### src/rtl/acc_tg_pkg.sv
package acc_tg_pkg;

    parameter int unsigned H_W    = 12;
    parameter int unsigned V_W    = 11;
    parameter int unsigned DATA_W = 32;
    parameter int unsigned ADDR_W = 3;

    localparam int unsigned H_LSB = 16;
    localparam int unsigned V_LSB = 0;

    localparam int unsigned BIT_EN     = 0;
    localparam int unsigned BIT_PCLK   = 28;
    localparam int unsigned BIT_DE_HI  = 29;
    localparam int unsigned BIT_VS_HI  = 30;
    localparam int unsigned BIT_HS_HI  = 31;
    localparam int unsigned BIT_LD_NOW = 0;
    localparam int unsigned BIT_LD_VBL = 1;

    typedef logic [H_W-1:0]    hpos_t;
    typedef logic [V_W-1:0]    vpos_t;
    typedef logic [DATA_W-1:0] word_t;

    typedef enum logic [ADDR_W-1:0] {
        SEL_SYNC   = 3'd0,
        SEL_PORCH  = 3'd1,
        SEL_ACTIVE = 3'd2,
        SEL_TOTAL  = 3'd3,
        SEL_CTRL   = 3'd4,
        SEL_RELOAD = 3'd5,
        SEL_LINE   = 3'd6
    } reg_sel_e;

    typedef struct packed {
        hpos_t sync_h;
        hpos_t porch_h;
        hpos_t act_h;
        hpos_t tot_h;
        vpos_t sync_v;
        vpos_t porch_v;
        vpos_t act_v;
        vpos_t tot_v;
        vpos_t line_v;
    } timing_t;

    typedef struct packed {
        logic hs_hi;
        logic vs_hi;
        logic de_hi;
        logic pclk;
    } pol_t;

    function automatic hpos_t field_h(input word_t w);
        return w[H_LSB +: H_W];
    endfunction

    function automatic vpos_t field_v(input word_t w);
        return w[V_LSB +: V_W];
    endfunction

endpackage

### src/rtl/acc_tg_cfg.sv
module acc_tg_cfg
    import acc_tg_pkg::*;
(
    input  logic              clk,
    input  logic              rst,
    input  logic              we,
    input  logic [ADDR_W-1:0] addr,
    input  word_t             wdata,
    input  logic              frame_end,
    output timing_t           live,
    output logic              en,
    output pol_t              pol,
    output logic              req_now,
    output logic              req_vbl
);

    timing_t stage;
    logic    apply;
    logic    set_now;
    logic    set_vbl;

    assign apply   = req_now || (req_vbl && frame_end);
    assign set_now = we && (addr == SEL_RELOAD) && wdata[BIT_LD_NOW];
    assign set_vbl = we && (addr == SEL_RELOAD) && wdata[BIT_LD_VBL];

    always_ff @(posedge clk) begin
        if (rst) begin
            stage   <= '0;
            live    <= '0;
            en      <= 1'b0;
            pol     <= '0;
            req_now <= 1'b0;
            req_vbl <= 1'b0;
        end else begin
            if (we) begin
                case (addr)
                    SEL_SYNC: begin
                        stage.sync_h <= field_h(wdata);
                        stage.sync_v <= field_v(wdata);
                    end
                    SEL_PORCH: begin
                        stage.porch_h <= field_h(wdata);
                        stage.porch_v <= field_v(wdata);
                    end
                    SEL_ACTIVE: begin
                        stage.act_h <= field_h(wdata);
                        stage.act_v <= field_v(wdata);
                    end
                    SEL_TOTAL: begin
                        stage.tot_h <= field_h(wdata);
                        stage.tot_v <= field_v(wdata);
                    end
                    SEL_LINE: stage.line_v <= field_v(wdata);
                    SEL_CTRL: begin
                        en        <= wdata[BIT_EN];
                        pol.hs_hi <= wdata[BIT_HS_HI];
                        pol.vs_hi <= wdata[BIT_VS_HI];
                        pol.de_hi <= wdata[BIT_DE_HI];
                        pol.pclk  <= wdata[BIT_PCLK];
                    end
                    default: ;
                endcase
            end
            if (apply) begin
                live <= stage;
            end
            req_now <= set_now || (req_now && !apply);
            req_vbl <= set_vbl || (req_vbl && !apply);
        end
    end

endmodule

### src/rtl/acc_tg_cnt.sv
module acc_tg_cnt
    import acc_tg_pkg::*;
(
    input  logic  clk,
    input  logic  rst,
    input  logic  en,
    input  hpos_t tot_h,
    input  vpos_t tot_v,
    output hpos_t h_cnt,
    output vpos_t v_cnt,
    output logic  frame_end
);

    logic line_end;
    logic last_line;

    assign line_end  = (h_cnt >= tot_h);
    assign last_line = (v_cnt >= tot_v);
    assign frame_end = en && line_end && last_line;

    always_ff @(posedge clk) begin
        if (rst || !en) begin
            h_cnt <= '0;
            v_cnt <= '0;
        end else if (line_end) begin
            h_cnt <= '0;
            v_cnt <= last_line ? '0 : v_cnt + 1'b1;
        end else begin
            h_cnt <= h_cnt + 1'b1;
        end
    end

endmodule

### src/rtl/acc_tg_out.sv
module acc_tg_out
    import acc_tg_pkg::*;
(
    input  logic    en,
    input  hpos_t   h_cnt,
    input  vpos_t   v_cnt,
    input  timing_t live,
    input  pol_t    pol,
    output logic    hsync,
    output logic    vsync,
    output logic    de,
    output logic    line_irq
);

    localparam int unsigned N_STROBE = 3;

    logic [N_STROBE-1:0] act_vec;
    logic [N_STROBE-1:0] hi_vec;
    logic [N_STROBE-1:0] lvl_vec;
    logic                h_win;
    logic                v_win;

    assign h_win = (h_cnt > live.porch_h) && (h_cnt <= live.act_h);
    assign v_win = (v_cnt > live.porch_v) && (v_cnt <= live.act_v);

    assign act_vec[0] = en && (h_cnt <= live.sync_h);
    assign act_vec[1] = en && (v_cnt <= live.sync_v);
    assign act_vec[2] = en && h_win && v_win;

    assign hi_vec = {pol.de_hi, pol.vs_hi, pol.hs_hi};

    for (genvar i = 0; i < N_STROBE; i++) begin : g_pol
        assign lvl_vec[i] = hi_vec[i] ? act_vec[i] : !act_vec[i];
    end

    assign hsync    = lvl_vec[0];
    assign vsync    = lvl_vec[1];
    assign de       = lvl_vec[2];
    assign line_irq = en && (h_cnt == '0) && (v_cnt == live.line_v);

endmodule

### src/rtl/acc_timing_gen.sv
module acc_timing_gen
    import acc_tg_pkg::*;
(
    input  logic              clk,
    input  logic              rst,
    input  logic              cfg_we,
    input  logic [ADDR_W-1:0] cfg_addr,
    input  logic [DATA_W-1:0] cfg_wdata,
    output logic              hsync,
    output logic              vsync,
    output logic              de,
    output logic              pclk_inv,
    output logic              line_irq,
    output logic [H_W-1:0]    h_pos,
    output logic [V_W-1:0]    v_pos
);

    timing_t live;
    pol_t    pol;
    logic    en;
    logic    req_now;
    logic    req_vbl;
    logic    frame_end;

    acc_tg_cfg u_cfg (
        .clk       (clk),
        .rst       (rst),
        .we        (cfg_we),
        .addr      (cfg_addr),
        .wdata     (cfg_wdata),
        .frame_end (frame_end),
        .live      (live),
        .en        (en),
        .pol       (pol),
        .req_now   (req_now),
        .req_vbl   (req_vbl)
    );

    acc_tg_cnt u_cnt (
        .clk       (clk),
        .rst       (rst),
        .en        (en),
        .tot_h     (live.tot_h),
        .tot_v     (live.tot_v),
        .h_cnt     (h_pos),
        .v_cnt     (v_pos),
        .frame_end (frame_end)
    );

    acc_tg_out u_out (
        .en       (en),
        .h_cnt    (h_pos),
        .v_cnt    (v_pos),
        .live     (live),
        .pol      (pol),
        .hsync    (hsync),
        .vsync    (vsync),
        .de       (de),
        .line_irq (line_irq)
    );

    assign pclk_inv = pol.pclk;

endmodule

### config.mk
export PLATFORM = sky130hd
export DESIGN_NAME = acc_timing_gen
export DESIGN_NICKNAME = d
export VERILOG_FILES = /design/src/rtl/acc_tg_pkg.sv /design/src/rtl/acc_tg_cfg.sv /design/src/rtl/acc_tg_cnt.sv /design/src/rtl/acc_tg_out.sv /design/src/rtl/acc_timing_gen.sv
export SDC_FILE = /design/constraint.sdc
export NUM_CORES = 1
export LEC_CHECK = 0
export BUFFER_PORTS_ARGS = -buffer_cell sky130_fd_sc_hd__buf_2
export CAP_MARGIN = 15
export CORE_ASPECT_RATIO = 1.2
export CORE_MARGIN = 10
export CORE_UTILIZATION = 40
export CTS_CLUSTER_DIAMETER = 80
export DETAILED_ROUTE_END_ITERATION = 8
export PLACE_DENSITY = 0.59
export REMOVE_ABC_BUFFERS = 1
export SLEW_MARGIN = 20
export SYNTH_ARGS = -nofsm -noshare
export SYNTH_HDL_FRONTEND = slang
export SYNTH_SLANG_ARGS = --single-unit
export TNS_END_PERCENT = 50
### constraint.sdc
create_clock -name clk -period 7.5 [get_ports clk]
set_input_delay 0.375 -clock clk [delete_from_list [all_inputs] [get_ports clk]]
set_output_delay 0.375 -clock clk [all_outputs]
set_load 0.005 [all_outputs]
==> flow_metrics.py <==
metrics = {
    "layout": {
        "layout.cells.most_common": "sky130_fd_sc_hd__nand2_1",
        "area_delta_synth_final_pct": 12.90,
        "layout.cells.non_filler": 1816,
        "post_route_cells_drive_above_1_share_pct": 8.490,
        "mostFrequentLayoutCells": "sky130_fd_sc_hd__nand2_1 (435), sky130_fd_sc_hd__dfxtp_1 (236), sky130_fd_sc_hd__a21oi_1 (134)",
        "finalNetCount": 1550,
        "antenna_cells": 0,
    },
    "global_routing": {
        "initial_antenna_violation_count": 0,
        "grt_first_pass_wirelength_um": 47810,
        "grt_max_degree": 111,
        "grt_overflow": 0,
        "first_global_vias": 8652,
        "grt_util_all_layers_pct": 16.44,
    },
    "timing": {
        "timing_max_transition_violations_final": 0,
        "setup_tns_ps": 0,
        "finalCritPeriodShare_pct": 57.02,
        "timing.clock.skew_ps": 8.048,
        "worst_slew_margin_rel_pct": 39.42,
        "hold_viol": 0,
        "final.min_clock_period_ps": 4277,
        "worst_slack_ps": 3223,
        "max_freq_ghz": 0.2338,
        "max_slew.worst_pin.slew_ps": 905.3,
        "setup_viol_count_final": 0,
        "holdWs_ps": 89.31,
        "setup_repair_after_global_routing_missed_its_margin": "false",
    },
    "clocking": {
        "ctsRootBufferMaster": "sky130_fd_sc_hd__clkbuf_16",
        "cts.clk_slew.worst_paths_ps": 60,
        "cts.repair_timing.setup_buffer_count": 0,
        "number_of_buffers_created_by_cts": 26,
        "cts_tree": "yes",
        "ctsResizeCount": 0,
        "insertion_delay_ps": 520,
        "maximum_level_of_the_cts_h_tree": 1,
        "holdBufCountCts": 0,
        "deepest_clock_path_buffer_count": 3,
        "clock_sinks": 236,
    },
    "synth": {
        "compound_cell_area_share_of_the_yosys_netlist_pct": 10.24,
        "ys_dominant_reg_cell": "sky130_fd_sc_hd__dfxtp_1",
        "synthAdderAreaFrac_pct": 10.46,
        "synthXorXnorAreaFrac_pct": 1.696,
        "synth.lib_cells_used.distinct": 49,
        "syn-mean-instance-area_um2": 8.172,
        "synth-seq-area-share_pct": 41.59,
        "ranking_of_synthesized_cells_by_area": "sky130_fd_sc_hd__dfxtp_1 (42%), sky130_fd_sc_hd__nand2_1 (14%), sky130_fd_sc_hd__ha_1 (10%)",
        "synth_top_family_by_area": "simple AND/OR/NAND/NOR gates",
        "postSynthRegisterBits": 236,
        "synth_cells": 1390,
        "async_reset_ff_share_pct": 0,
        "synth-edff-count": 0,
        "synthDominantAreaCellType": "sky130_fd_sc_hd__dfxtp_1",
        "synthSimpleGateAreaFrac_pct": 20.46,
        "netlist_area_pre_place_um2": 11360,
        "ys.warnings.count": 0,
        "post_synth_mux_area_share_pct": 9.516,
        "synth_largest_type_area_fraction_pct": 41.59,
    },
    "setup_path": {
        "timing.critical_path.to_type": "register",
        "crit_type": "register to register",
        "critical_path_peak_fanout": 45,
        "timing.critical_path.slowest_cell_delay_ps": 800,
        "start_kind": "register",
        "worst-endpoint-arrival_ps": 4720,
        "critical-path-slowest-cell": "sky130_fd_sc_hd__o31a_2",
        "path_cells": "inv_1, ha_1, nand2b_1, a2111oi_0, or4b_1, and3_1, o31a_2, buf_4, mux2i_1",
        "timing.critical_path.required_ps": 7950,
    },
    "drt": {
        "dr.pass1.iters": 5,
        "routed_wirelength_um": 30150,
        "dr_total_vias": 9192,
        "antenna_violating_nets_post_route": 0,
        "drt-vias-per-instance": 5.062,
        "detail_route.iter0.violations": 582,
        "drt-wirelength-per-cell_um": 16.60,
        "drcViolationCount": 0,
    },
    "floorplan": {
        "core_area_um2": 28000,
        "start_util_pct": 40.57,
        "die_height_um": 204.6,
        "floorplan.die_area_um2": 35570,
        "die_width_um": 173.8,
        "core.rowCount": 67,
        "io-pin-count": 66,
    },
    "placement": {
        "numPlacedInstances": 1768,
        "post_detail_place_hpwl_um": 19440,
        "place_congestion": 0.8145,
        "dpl_worst_slack_ps": 3252,
        "port-buffer-count": 60,
    },
    "pwr": {
        "power-per-cell-area_nw_per_um2": 211.9,
        "power.static_leakage_uw": 0.005305,
        "ir_drop_mv": 0.1251,
    },
    "run_status": {
        "status": "completed",
    },
    "flow_run": {
        "drv_cap": 0,
    },
    "hold_path": {
        "hp-class": "input port to register",
    },
}
-- per-layer routing --
layer	up-vias	global-route usage, %	wire length (µm)
met3	44	2.099	1485
met2	207	27.39	13950
li1	4675	-	-
met1	4266	21.88	14020
met5	-	0	0
met4	0	4.769	698
-- registers in the layout, indices dropped and copies added (netlist names) --
register	count
u_cfg.live	103
u_cnt.v_cnt	11
u_cfg.en	1
u_cfg.req_now	1
u_cfg.pol	4
u_cfg.req_vbl	1
u_cfg.stage	103
u_cnt.h_cnt	12
-- worst paths after layout --
check	depth (start not counted)	to	startpoint	slack [ps]
worst max-delay path	9	u_cfg.live[43]	u_cnt.h_cnt[0]	3220
worst max register to register	9	u_cfg.live[43]	u_cnt.h_cnt[0]	3220
worst min-delay path	3	u_cfg.pol[2]	cfg_wdata[30]	90
worst min register to register	2	u_cfg.live[4]	u_cfg.stage[4]	450
-- logic make-up (layout without fill, tap and decap cells) --
logic type | after synthesis | in the layout
and+or+nand+nor | 560 | 560
muxes | 108 | 108
buffers and inverters | 167 | 214
DFF | 236 | 236
xor gates and xnor gates | 22 | 22
AOI/OAI and AO/OA | 202 | 202
adders and majority gates | 95 | 95
-- synthesized netlist by cell type (4+ instances only) --
cell type,number
sky130_fd_sc_hd__nand4_1,21
sky130_fd_sc_hd__a2111oi_0,4
sky130_fd_sc_hd__xnor2_1,13
sky130_fd_sc_hd__nand3_1,19
sky130_fd_sc_hd__a21o_1,9
sky130_fd_sc_hd__o21a_1,8
sky130_fd_sc_hd__buf_2,4
sky130_fd_sc_hd__a21oi_1,134
sky130_fd_sc_hd__buf_6,7
sky130_fd_sc_hd__o31ai_1,4
sky130_fd_sc_hd__xor2_1,9
sky130_fd_sc_hd__nor3_1,10
sky130_fd_sc_hd__o21ai_0,15
sky130_fd_sc_hd__and3_1,8
sky130_fd_sc_hd__clkbuf_1,62
sky130_fd_sc_hd__inv_1,93
sky130_fd_sc_hd__nand2b_1,6
sky130_fd_sc_hd__ha_1,95
sky130_fd_sc_hd__mux2i_1,108
sky130_fd_sc_hd__o211ai_1,6
sky130_fd_sc_hd__nor2b_1,10
sky130_fd_sc_hd__nand2_1,435
sky130_fd_sc_hd__or3_1,9
sky130_fd_sc_hd__nor2_1,28
sky130_fd_sc_hd__a211oi_1,5
sky130_fd_sc_hd__dfxtp_1,236
-- worst max-delay path: cells and delay by family (launching register included) --
family,cells,cell delay (ps)
compound gates,2,1200
buf+inv,2,950
mux,1,280
flops,1,400
fa+ha+maj,1,320
simple gates,3,1010
-- report_power, final --
group | leakage (µW) | switching (µW) | internal [µW]
logic | 0.00296 | 73.2 | 24.8
clock network | 0.000436 | 519 | 827
registers | 0.00190 | 6.47 | 1270
total | 0.00531 | 599 | 2120
-- stage by stage --
step	total power (µW)	instance area [µm²]	util, %
2_1_floorplan	1344	11030	-
3_3_place_gp	1397	11920	42.56
4_1_cts	2748	12820	45.79
5_1_grt	2807	12820	45.80
6_report	2717	12820	45.80
3_5_place_dp	1398	11920	42.57
-- layout make-up --
type,count,area [µm²]
Timing Repair Buffer,72,396.6
Tap cell,379,474.2
Sequential cell,236,4725
Multi-Input combinational cell,987,5969
Clock inverter,10,155.1
Inverter,94,357.8
Clock buffer,38,747.0
Fill cell,2822,15170
(Power assumes the default switching activity.)
